**config.mk**
```make
export PLATFORM = sky130hd
export DESIGN_NAME = ctmr_top
export DESIGN_NICKNAME = d
export VERILOG_FILES = /design/src/rtl/ctmr_pkg.sv /design/src/rtl/ctmr_prescale.sv /design/src/rtl/ctmr_channel.sv /design/src/rtl/ctmr_top.sv
export SDC_FILE = /design/constraint.sdc
export NUM_CORES = 1
export LEC_CHECK = 0
export BUFFER_PORTS_ARGS = -buffer_cell sky130_fd_sc_hd__buf_2
export CORE_MARGIN = 10
export CORE_UTILIZATION = 64
export DETAILED_ROUTE_END_ITERATION = 8
export PLACE_DENSITY = 0.81
export REMOVE_ABC_BUFFERS = 1
export SKIP_CTS_REPAIR_TIMING = 1
export SLEW_MARGIN = 20
export SYNTH_ARGS = -nofsm -noshare
export SYNTH_HDL_FRONTEND = slang
export SYNTH_HIERARCHICAL = 1
export SYNTH_SLANG_ARGS = --single-unit
export TNS_END_PERCENT = 20
```
**constraint.sdc**
```tcl
create_clock -name clk -period 4.2 [get_ports clk]
set_input_delay 0.84 -clock clk [delete_from_list [all_inputs] [get_ports clk]]
set_output_delay 0.84 -clock clk [all_outputs]
set_load 0.05 [all_outputs]
```
**src/rtl/ctmr_pkg.sv**
```systemverilog
package ctmr_pkg;

    localparam int DATA_W = 32;
    localparam int ADDR_W = 8;

    typedef enum logic [1:0] {
        MODE_ONCE     = 2'd0,
        MODE_LOOP     = 2'd1,
        MODE_FREE_ALT = 2'd2,
        MODE_FREE     = 2'd3
    } ctmr_mode_e;

    // word index inside a 16-byte slot
    localparam logic [1:0] OFS_CTRL = 2'd0;
    localparam logic [1:0] OFS_CLK  = 2'd1;
    localparam logic [1:0] OFS_CNT  = 2'd2;
    localparam logic [1:0] OFS_CMP  = 2'd3;
    localparam logic [1:0] OFS_IEN  = 2'd0;
    localparam logic [1:0] OFS_ACK  = 2'd2;

    localparam int CTRL_EN_BIT   = 0;
    localparam int CTRL_CLR_BIT  = 1;
    localparam int CTRL_MODE_LSB = 4;
    localparam int CLK_SRC_BIT   = 4;
    localparam int CLK_HALF_BIT  = 0;

endpackage

```
**src/rtl/ctmr_prescale.sv**
```systemverilog
module ctmr_prescale (
    input  logic clk,
    input  logic rst_n,
    input  logic tick_sys,
    input  logic tick_slow,
    input  logic use_slow,
    input  logic halve,
    input  logic run,
    input  logic restart,
    output logic step
);

    typedef struct packed {
        logic phase;
    } ps_state_t;

    ps_state_t ps_d, ps_q;
    logic      raw;

    always_comb begin
        ps_d = ps_q;
        step = 1'b0;
        raw  = use_slow ? tick_slow : tick_sys;
        if (restart) begin
            ps_d.phase = 1'b0;
        end else if (run && raw) begin
            if (halve) begin
                step       = ps_q.phase;
                ps_d.phase = ~ps_q.phase;
            end else begin
                step = 1'b1;
            end
        end
    end

    always_ff @(posedge clk) begin
        if (!rst_n) ps_q <= '0;
        else        ps_q <= ps_d;
    end

endmodule

```
**src/rtl/ctmr_channel.sv**
```systemverilog
module ctmr_channel
    import ctmr_pkg::*;
#(
    parameter int CNT_W = 32
) (
    input  logic              clk,
    input  logic              rst_n,
    input  logic              tick_sys,
    input  logic              tick_slow,
    input  logic              wr_ctrl,
    input  logic              wr_clk,
    input  logic              wr_cmp,
    input  logic [DATA_W-1:0] wdata,
    output logic              en,
    output logic [1:0]        mode,
    output logic              use_slow,
    output logic              halve,
    output logic [CNT_W-1:0]  cnt,
    output logic [CNT_W-1:0]  cmp,
    output logic              match
);

    typedef struct packed {
        logic             en;
        ctmr_mode_e       mode;
        logic             use_slow;
        logic             halve;
        logic [CNT_W-1:0] cnt;
        logic [CNT_W-1:0] cmp;
    } ch_state_t;

    ch_state_t        ch_d, ch_q;
    logic             step;
    logic             restart;
    logic [CNT_W-1:0] cnt_inc;

    assign restart = wr_ctrl && wdata[CTRL_CLR_BIT];

    ctmr_prescale ps_i (
        .clk       (clk),
        .rst_n     (rst_n),
        .tick_sys  (tick_sys),
        .tick_slow (tick_slow),
        .use_slow  (ch_q.use_slow),
        .halve     (ch_q.halve),
        .run       (ch_q.en),
        .restart   (restart),
        .step      (step)
    );

    always_comb begin
        ch_d    = ch_q;
        match   = 1'b0;
        cnt_inc = ch_q.cnt + CNT_W'(1);

        if (step) begin
            match = (cnt_inc == ch_q.cmp);
            if (match && ch_q.mode == MODE_ONCE) begin
                ch_d.cnt = cnt_inc;
                ch_d.en  = 1'b0;
            end else if (match && ch_q.mode == MODE_LOOP) begin
                ch_d.cnt = '0;
            end else begin
                ch_d.cnt = cnt_inc;
            end
        end

        if (wr_clk) begin
            ch_d.use_slow = wdata[CLK_SRC_BIT];
            ch_d.halve    = wdata[CLK_HALF_BIT];
        end
        if (wr_cmp) begin
            ch_d.cmp = wdata[CNT_W-1:0];
        end
        if (wr_ctrl) begin
            ch_d.en   = wdata[CTRL_EN_BIT];
            ch_d.mode = ctmr_mode_e'(wdata[CTRL_MODE_LSB +: 2]);
            if (wdata[CTRL_CLR_BIT]) ch_d.cnt = '0;
        end
    end

    always_ff @(posedge clk) begin
        if (!rst_n) ch_q <= '0;
        else        ch_q <= ch_d;
    end

    assign en       = ch_q.en;
    assign mode     = ch_q.mode;
    assign use_slow = ch_q.use_slow;
    assign halve    = ch_q.halve;
    assign cnt      = ch_q.cnt;
    assign cmp      = ch_q.cmp;

endmodule

```
**src/rtl/ctmr_top.sv**
```systemverilog
module ctmr_top
    import ctmr_pkg::*;
#(
    parameter int NUM_CH = 6,
    parameter int CNT_W  = 32
) (
    input  logic              clk,
    input  logic              rst_n,
    input  logic              tick_sys,
    input  logic              tick_slow,
    input  logic              reg_wr,
    input  logic [ADDR_W-1:0] reg_addr,
    input  logic [DATA_W-1:0] reg_wdata,
    output logic [DATA_W-1:0] reg_rdata,
    output logic              irq
);

    localparam int SLOT_W = ADDR_W - 4;

    typedef struct packed {
        logic [NUM_CH-1:0] ien;
        logic [NUM_CH-1:0] pend;
    } top_state_t;

    top_state_t top_d, top_q;

    logic [SLOT_W-1:0] slot;
    logic [1:0]        word;
    logic              wr_ien;
    logic              wr_ack;

    logic [NUM_CH-1:0]            wr_ctrl, wr_clk, wr_cmp;
    logic [NUM_CH-1:0]            ch_en, ch_slow, ch_half, ch_match;
    logic [NUM_CH-1:0][1:0]       ch_mode;
    logic [NUM_CH-1:0][CNT_W-1:0] ch_cnt, ch_cmp;
    logic [NUM_CH-1:0]            pend_now, ien_now;

    assign slot   = reg_addr[ADDR_W-1:4];
    assign word   = reg_addr[3:2];
    assign wr_ien = reg_wr && slot == '0 && word == OFS_IEN;
    assign wr_ack = reg_wr && slot == '0 && word == OFS_ACK;

    for (genvar g = 0; g < NUM_CH; g++) begin : g_ch
        logic hit;
        assign hit        = reg_wr && slot == SLOT_W'(g + 1);
        assign wr_ctrl[g] = hit && word == OFS_CTRL;
        assign wr_clk[g]  = hit && word == OFS_CLK;
        assign wr_cmp[g]  = hit && word == OFS_CMP;

        ctmr_channel #(.CNT_W(CNT_W)) ch_i (
            .clk       (clk),
            .rst_n     (rst_n),
            .tick_sys  (tick_sys),
            .tick_slow (tick_slow),
            .wr_ctrl   (wr_ctrl[g]),
            .wr_clk    (wr_clk[g]),
            .wr_cmp    (wr_cmp[g]),
            .wdata     (reg_wdata),
            .en        (ch_en[g]),
            .mode      (ch_mode[g]),
            .use_slow  (ch_slow[g]),
            .halve     (ch_half[g]),
            .cnt       (ch_cnt[g]),
            .cmp       (ch_cmp[g]),
            .match     (ch_match[g])
        );
    end

    always_comb begin
        top_d = top_q;
        if (wr_ien) top_d.ien  = reg_wdata[NUM_CH-1:0];
        if (wr_ack) top_d.pend = top_q.pend & ~reg_wdata[NUM_CH-1:0];
        top_d.pend = top_d.pend | ch_match;
    end

    always_ff @(posedge clk) begin
        if (!rst_n) top_q <= '0;
        else        top_q <= top_d;
    end

    assign pend_now = top_q.pend;
    assign ien_now  = top_q.ien;
    assign irq      = |(top_q.pend & top_q.ien);

    always_comb begin
        reg_rdata = '0;
        if (slot == '0) begin
            case (word)
                OFS_IEN: reg_rdata = DATA_W'(top_q.ien);
                OFS_ACK: reg_rdata = DATA_W'(top_q.pend);
                default: reg_rdata = '0;
            endcase
        end
        for (int i = 0; i < NUM_CH; i++) begin
            if (slot == SLOT_W'(i + 1)) begin
                case (word)
                    OFS_CTRL: reg_rdata = DATA_W'({ch_mode[i], 3'b000, ch_en[i]});
                    OFS_CLK:  reg_rdata = DATA_W'({ch_slow[i], 3'b000, ch_half[i]});
                    OFS_CNT:  reg_rdata = DATA_W'(ch_cnt[i]);
                    default:  reg_rdata = DATA_W'(ch_cmp[i]);
                endcase
            end
        end
    end

endmodule

```
After elaboration in Yosys (flattened, before gate mapping)
Cells that the tools add are included.

word-level totals
  input port bits = 45
  flip-flop bits (word level) = 432
  word-level logic and storage cells = 265
  output and inout port bits = 33

operators by class
  eq/ne operators = 21
  muxes and demuxes = 93
  $add $sub $neg = 6
  reductions and logical operators = 90
  bitwise operators = 11

operator list
  cell                                                             number
  32-bit two-way mux                                               36
  32-bit case mux with 3 select lines                              6
  32-bit by 1-bit adder with 32-bit output, second input constant  6
  32-bit == test                                                   6
  1-bit logical AND                                                51
  1-bit two-way mux                                                42
  2-bit AND reduction                                              12
  2-bit nonzero test                                               12
  3-bit two-way mux                                                6
  2-bit by 1-bit == test with 1-bit output, second input constant  7
  2-bit zero test                                                  7
  6-bit AND                                                        2
  4-bit by 3-bit == test with 1-bit output, second input constant  3
  6-bit two-way mux                                                2
  6-bit case mux with 2 select lines                               1
  2-bit OR reduction                                               6
  4-bit by 2-bit == test with 1-bit output, second input constant  2
  1-bit NOT                                                        7
  6-bit NOT                                                        1
  6-bit bitwise OR                                                 1
  6-bit OR reduction                                               1
  2-bit == test, second input constant                             2
  4-bit by 1-bit == test with 1-bit output, second input constant  1
  4-bit zero test                                                  1

Depth between registers and ports, before layout
Gate-level depths: netlist of the first run.

  word-level depth = 9
  gate-level depth with buffers = 14
  depth with buffers taken out = 11

Cells and area by module
Netlist of the first run, hierarchy kept.

modules (own cells, without submodules)
  module                           times used  area each (um^2)  sequential area each (um^2)  cells each
  ctmr_channel (g_ch[0].ch_i ...)  4           3916.3            1381.3                       449
  ctmr_channel (g_ch[4].ch_i ...)  2           3902.5            1381.3                       447
  ctmr_top                         1           4144.0            240.2                        517
  ctmr_prescale                    6           83.8              20.0                         10

Worst setup path after synthesis of the first run
OpenSTA, ideal clock, no wires.

  path kind = input to output
  from = input reg_addr[2]
  to = output reg_rdata[5]
  data arrival time = 3032 ps
  path slack = 328 ps
  stages on the path = 7
  path buffers = 3
  cells stage by stage = buf_2 > buf_4 > buf_4 > nor2_1 > a211oi_1 > or3_1 > o31ai_1

on the way
  cells in the longest elaborated chain, start to end = 9
  elaborated cells on any way between the ends = 17

ends and longest elaborated chain
  item                                                     line                            source
  from (decl)                                              ctmr_top.sv:12                  input logic [ADDR_W-1:0] reg_addr,
  2-bit == test / 2-bit zero test (equally long branches)  ctmr_top.sv:88, ctmr_top.sv:96
  6-bit case mux with 2 select lines                       ctmr_top.sv:88                  case (word)
  6-bit two-way mux                                        ctmr_top.sv:87                  if (slot == '0) begin
  32-bit two-way mux (5 in a row)                          ctmr_top.sv:95                  if (slot == SLOT_W'(i + 1)) begin
  32-bit two-way mux *                                     ctmr_top.sv:95
  to (decl)                                                ctmr_top.sv:14                  output logic [DATA_W-1:0] reg_rdata,

Mark *: on every way between the ends. The rest lies on a longest branch, timed or not.

Worst setup path in the final report of the first run
  from = input reg_addr[3]
  to = output reg_rdata[5]

Same word-level chain as after synthesis.

==> metrics.cfg, run 1 <==
[outcome]
status = finished clean

[setup_path]
worstReg2RegEnd = g_ch[1].ch_i/cnt[16]
ff2ff_path_depth = 11
cp-end-kind = output pin
cp.depth = 7
path_max_fanout = 16
crit_end = reg_rdata[5]
crit_type = in -> out
crit_chain = buf_2 -> and2_1 -> a211oi_1 -> or3_1 -> o31ai_1 -> buf_4 -> buf_2
rr_startpoint = g_ch[1].ch_i/cnt[0]
rrSetupSlack_ns = 0.32
critPathMaxStageDelay_ns = 0.61
cp_top_family = simple AND/OR/NAND/NOR gates
crit_top_cell = buf_2
crit_arrival_ns = 3.23
cp.required_ns = 3.36
cp-startpoint = reg_addr[3]
critPathSlowestCell = and2_1
path_buf_inv = 3
worstSetupStartpointType = input pin

[yosys]
synth_area_leaders = dfxtp_1 (31%), mux2i_1 (15%), xnor2_1 (6.3%), xor2_1 (5.7%), nor2b_1 (5.5%)
postSynthCellCount = 3267
yosysTopAreaCellShare = 0.308
synth_top_area_cell = dfxtp_1
async_flop_share = 0
seq_area_frac_synth = 0.308
synth_ff_type = dfxtp_1
ys_warn_count = 6
syn_avg_cell_area_um2 = 8.61
synth.distinct_cells = 71
syn-cell-area_um2 = 28100
synth-edff-count = 0
synth-seq-cells = 432

[drt]
ant_nets = 0
viasPerCell = 6.65
wirelength_um = 103000
drt_first_pass_iters = 6
drt-wirelength-per-cell_um = 26.7
vias = 25821
drtIter0Drc = 3510
remaining_drc_errors = 0

[placement]
dp_slack_ns = 0.245
port_buffers = 75
hpwlAfterDp_um = 75300
gp_congestion = 1.09
placed_area_um2 = 29300

[min_path]
hp-class = reg -> reg

[die]
die_w_um = 230
start_util = 0.650
die_height_um = 230
ios = 78
core_um2 = 43300
dieArea_um2 = 52700
row_count = 76

[sta]
finalClockSkew_ns = 0.0239
setup_slack_ns = 0.126
final_max_slew_viol_count = 0
setup_tns_ns = 0
setup_viol = 0
worstMarginPinSlew_ns = 0.877
max_slew_margin = 0.411
period_needed_ns = 4.07
hold_viol_final = 0
max_freq_mhz = 245
post-route-period-util = 0.970
rsz0062_at_grt = no

[layout]
drive_gt1_frac = 0.109
syn2layout_area_growth_pct = 10.0
layout_commonest_cell = dfxtp_1
final_nets = 3306
fin_area_um2 = 30900
final_util = 0.715
layout_common_cells = dfxtp_1 (432), mux2i_1 (415), nor2_1 (323)

[pwr]
total_power_uw = 9180
powerDensity_nw_per_um2 = 297
worst_ir_drop_vdd_mv = 0.485
power_leakage_uw = 0.0111

[clock_tree]
clockBufferDepth = 3
htree_levels = 2
clk_latency_ns = 0.60
cts_sinks = 432
numCtsBuffers = 49
cts-root-buf = clkbuf_16
path_clk_slew_ns = 0.06
cts_tree = done

[global_route]
grt_pass1_wl_um = 152000
grt_antenna_before_repair = 3
grtUsageTotal = 0.375
overflow = 0
grt_pass1_vias = 24100
grt_max_degree = 54

[job]
drv_cap = 0

kinds of logic (layout without fill, tap and decap cells):
| logic type | Yosys count | count (layout) | synth area share |
|---|---|---|---|
| AO/OA/AOI/OAI | 391 | 391 | 0.0983 |
| XOR/XNOR | 384 | 384 | 0.120 |
| adder cells (fa/ha/maj) | 6 | 6 | 0.00267 |
| buffers and inverters | 285 | 312 | 0.0491 |
| flip-flops | 432 | 432 | 0.308 |
| multiplexers | 443 | 443 | 0.165 |
| other | 0 | 4 | 0 |
| AND/OR/NAND/NOR | 1326 | 1326 | 0.258 |
cell type report:
type | instances | area (µm²)
Tap cell | 585 | 732
Antenna cell | 4 | 10.0
Timing Repair Buffer | 172 | 1560
Fill cell | 3383 | 12300
Multi-Input combinational cell | 2550 | 18100
Inverter | 50 | 188
Clock inverter | 21 | 270
Clock buffer | 69 | 1390
Sequential cell | 432 | 8650
flip-flops by register name (all words and copies together), names as in the netlist:
signal and flops:
ien_now 6, g_ch.ch_i/ps_i/ps_q 6, g_ch.ch_i/mode 12, g_ch.ch_i/cnt 192, g_ch.ch_i/en 6, g_ch.ch_i/use_slow 6, g_ch.ch_i/cmp 192, pend_now 6
g_ch.ch_i/halve 6
routing by layer:
metal / routed length (µm) / up-vias / global-route usage
li1: - / 11521 / -
met5: 27 / - / 0
met4: 6070 / 4 / 0.206
met3: 13100 / 293 / 0.108
met1: 41200 / 12377 / 0.495
met2: 43000 / 1626 / 0.541
per-stage QoR:
stage | cells | hold WS (ns)
4_1_cts | 3879 | 0.474
2_1_floorplan | 3032 | 0.450
5_1_grt | 3879 | 0.513
3_5_place_dp | 3789 | 0.467
6_report | 3883 | 0.475
3_3_place_gp | 3789 | 0.458
where the power goes:
| group | internal (µW) | switching (µW) |
|---|---|---|
| Combinational | 184 | 386 |
| Sequential | 4110 | 9.86 |
| Clock | 2680 | 1820 |
worst reg2reg max path, stage by stage, from the launching register on:
cell	delay, ns
dfxtp_1	0.47
ha_1	0.32
nand3_2	0.20
nor4_4	0.77
nand2_1	0.30
mux2i_1	0.29
o2111ai_1	0.24
nor4_2	0.36
and4_1	0.33
a31o_2	0.22
buf_12	0.19
nor2_1	0.09
how the worst min path moves through the flow:
| stage | start | endpoint | slack [ns] | cells past startpoint |
|---|---|---|---|---|
| 6_report | g_ch[1].ch_i/ps_i/ps_q | g_ch[1].ch_i/ps_i/ps_q | 0.48 | 2 |
| 5_1_grt | g_ch[3].ch_i/ps_i/ps_q | g_ch[3].ch_i/ps_i/ps_q | 0.51 | 2 |
| 4_1_cts | g_ch[1].ch_i/ps_i/ps_q | g_ch[1].ch_i/ps_i/ps_q | 0.47 | 2 |
| 3_5_place_dp | g_ch[1].ch_i/ps_i/ps_q | g_ch[1].ch_i/ps_i/ps_q | 0.47 | 2 |
| 3_3_place_gp | g_ch[2].ch_i/ps_i/ps_q | g_ch[2].ch_i/ps_i/ps_q | 0.46 | 2 |
| 2_1_floorplan | g_ch[0].ch_i/ps_i/ps_q | g_ch[0].ch_i/ps_i/ps_q | 0.45 | 2 |
synthesized netlist by cell type, drive strengths merged, types with 33 or more instances:
library cell and count:
dfxtp 432, mux2i 415, nor2 330, nor2b 245
nand2 202, xnor2 202, xor2 182, buf 150
nand3 128, nand4 95, nor3 87, o22ai 86
clkbuf 85, and3 51, inv 50, o21ai 49
nor4 48, or3 35, a21oi 33
(Power assumes the default switching activity.)
==> run 2: changes to the inputs <==
- RECOVER_POWER: default -> 25
==> run 2 against run 1 <==
Compared with the run above:
- core utilization is 0.25 points lower
- combinational power hardly changed
- first-iteration DRC count is 1.2% higher
- worst hold slack about the same
- register-to-register slack got worse by 0.06 ns
- non-clock buffer count stayed put
- clock power about the same
- critical path type unchanged
- setup slack worse by 0.082 ns
- sequential power hardly changed
==> metrics.cfg, run 2 (synthesis gave the netlist of run 1 again) <==
[outcome]
status = finished clean

[die]
row_count = 76
die_height_um = 230
start_util = 0.650
die_w_um = 230
dieArea_um2 = 52700
core_um2 = 43300
ios = 78

[drt]
drt-wirelength-per-cell_um = 26.7
drt_first_pass_iters = 8
wirelength_um = 104000
remaining_drc_errors = 0
drtIter0Drc = 3553
vias = 25825
viasPerCell = 6.65
ant_nets = 0

[layout]
final_nets = 3306
layout_commonest_cell = dfxtp_1
n_fill_cell = 3404
layout_common_cells = dfxtp_1 (432), mux2i_1 (415), nor2_1 (328)
syn2layout_area_growth_pct = 9.63
drive_gt1_frac = 0.106

[pwr]
power_leakage_uw = 0.0111
powerDensity_nw_per_um2 = 298
worst_ir_drop_vdd_mv = 0.485
total_power_uw = 9180

[sta]
worstMarginPinSlew_ns = 1.33
max_slew_margin = 0.113
finalClockSkew_ns = 0.0238
setup_tns_ns = 0
post-route-period-util = 0.990
setup_viol = 0
final_max_slew_viol_count = 0
rsz0062_at_grt = no
hold_viol_final = 0
max_freq_mhz = 241
period_needed_ns = 4.16

[setup_path]
cp-end-kind = output pin
rr_startpoint = g_ch[1].ch_i/cnt[0]
crit_chain = buf_2 -> clkbuf_1 -> nand2_1 -> nor2_1 -> nand2_1 -> buf_4 -> o22ai_1 -> or3_1 -> buf_2
cp.required_ns = 3.36
path_max_fanout = 25
crit_type = in -> out
critPathMaxStageDelay_ns = 0.61
cp-startpoint = reg_addr[3]
critPathSlowestCell = o22ai_1
crit_arrival_ns = 3.32
worstSetupStartpointType = input pin

[clock_tree]
numCtsBuffers = 49
clockBufferDepth = 3
cts_tree = done
clk_latency_ns = 0.61
htree_levels = 2
cts-root-buf = clkbuf_16
path_clk_slew_ns = 0.06
cts_sinks = 432

[global_route]
grt_pass1_wl_um = 152000
grt_pass1_vias = 24100
grtUsageTotal = 0.375
overflow = 0
grt_max_degree = 54
grt_antenna_before_repair = 3

[placement]
gp_congestion = 1.09
port_buffers = 75
hpwlAfterDp_um = 75300

[min_path]
hp-class = reg -> reg
hp-start = g_ch[1].ch_i/ps_i/ps_q

[job]
drv_cap = 0

[run 2: cell count changes in the layout (fill, tap and decap cells not counted), sizes merged]
cell,change
buf,-9
clkbuf,+9
[run 2: path summary, 6_finish.rpt]
| kind | endpoint | slack [ns] | cells past startpoint |
|---|---|---|---|
| setup / recovery | reg_rdata[16] | 0.04 | 9 |
| hold / removal | g_ch[1].ch_i/ps_i/ps_q | 0.48 | 2 |
| setup reg to reg | g_ch[1].ch_i/cnt[12] | 0.26 | 11 |
| hold reg to reg | g_ch[1].ch_i/ps_i/ps_q | 0.48 | 2 |
[run 2: metrics by stage]
stage | instances | hold WS [ns] | setup WS [ns] | instance area (µm²) | util
3_3_place_gp | 3789 | 0.458 | 0.324 | 29300 | 0.676
5_1_grt | 3879 | 0.513 | 0.0551 | 30800 | 0.712
2_1_floorplan | 3032 | 0.450 | 0.277 | 26900 | -
4_1_cts | 3879 | 0.474 | 0.249 | 30900 | 0.715
3_5_place_dp | 3789 | 0.467 | 0.245 | 29300 | 0.676
6_report | 3883 | 0.475 | 0.0439 | 30800 | 0.712
[run 2: cell type report]
type                    instances  area (µm²)  area share
flip-flops and latches        432        8650       0.281
multi-input cells            2550       18100       0.587
repair buffers                172        1490      0.0482
inverters                      50         188     0.00609
clock inverters                21         270     0.00877
clock buffers                  69        1390      0.0451
diodes                          4        10.0    0.000325
well taps                     585         732      0.0237
[run 2: power breakdown]
group	internal, µW	total [µW]	switching (µW)
registers	4110	4120	9.85
clock network	2670	4500	1820
logic	183	569	386
[run 2: per-layer routing]
metal | vias to the layer above | part of all wire | track usage
li1 | 11522 | - | -
met1 | 12413 | 0.40 | 0.495
met2 | 1600 | 0.42 | 0.541
met3 | 286 | 0.13 | 0.108
met4 | 4 | 0.060 | 0.206
met5 | - | 0.00026 | 0
[run 2: worst max-delay path: cells and delay by family]
| kind | cells | cell delay [ns] |
|---|---|---|
| compound gates | 1 | 0.61 |
| buf+inv | 4 | 1.27 |
| simple gates | 4 | 0.58 |
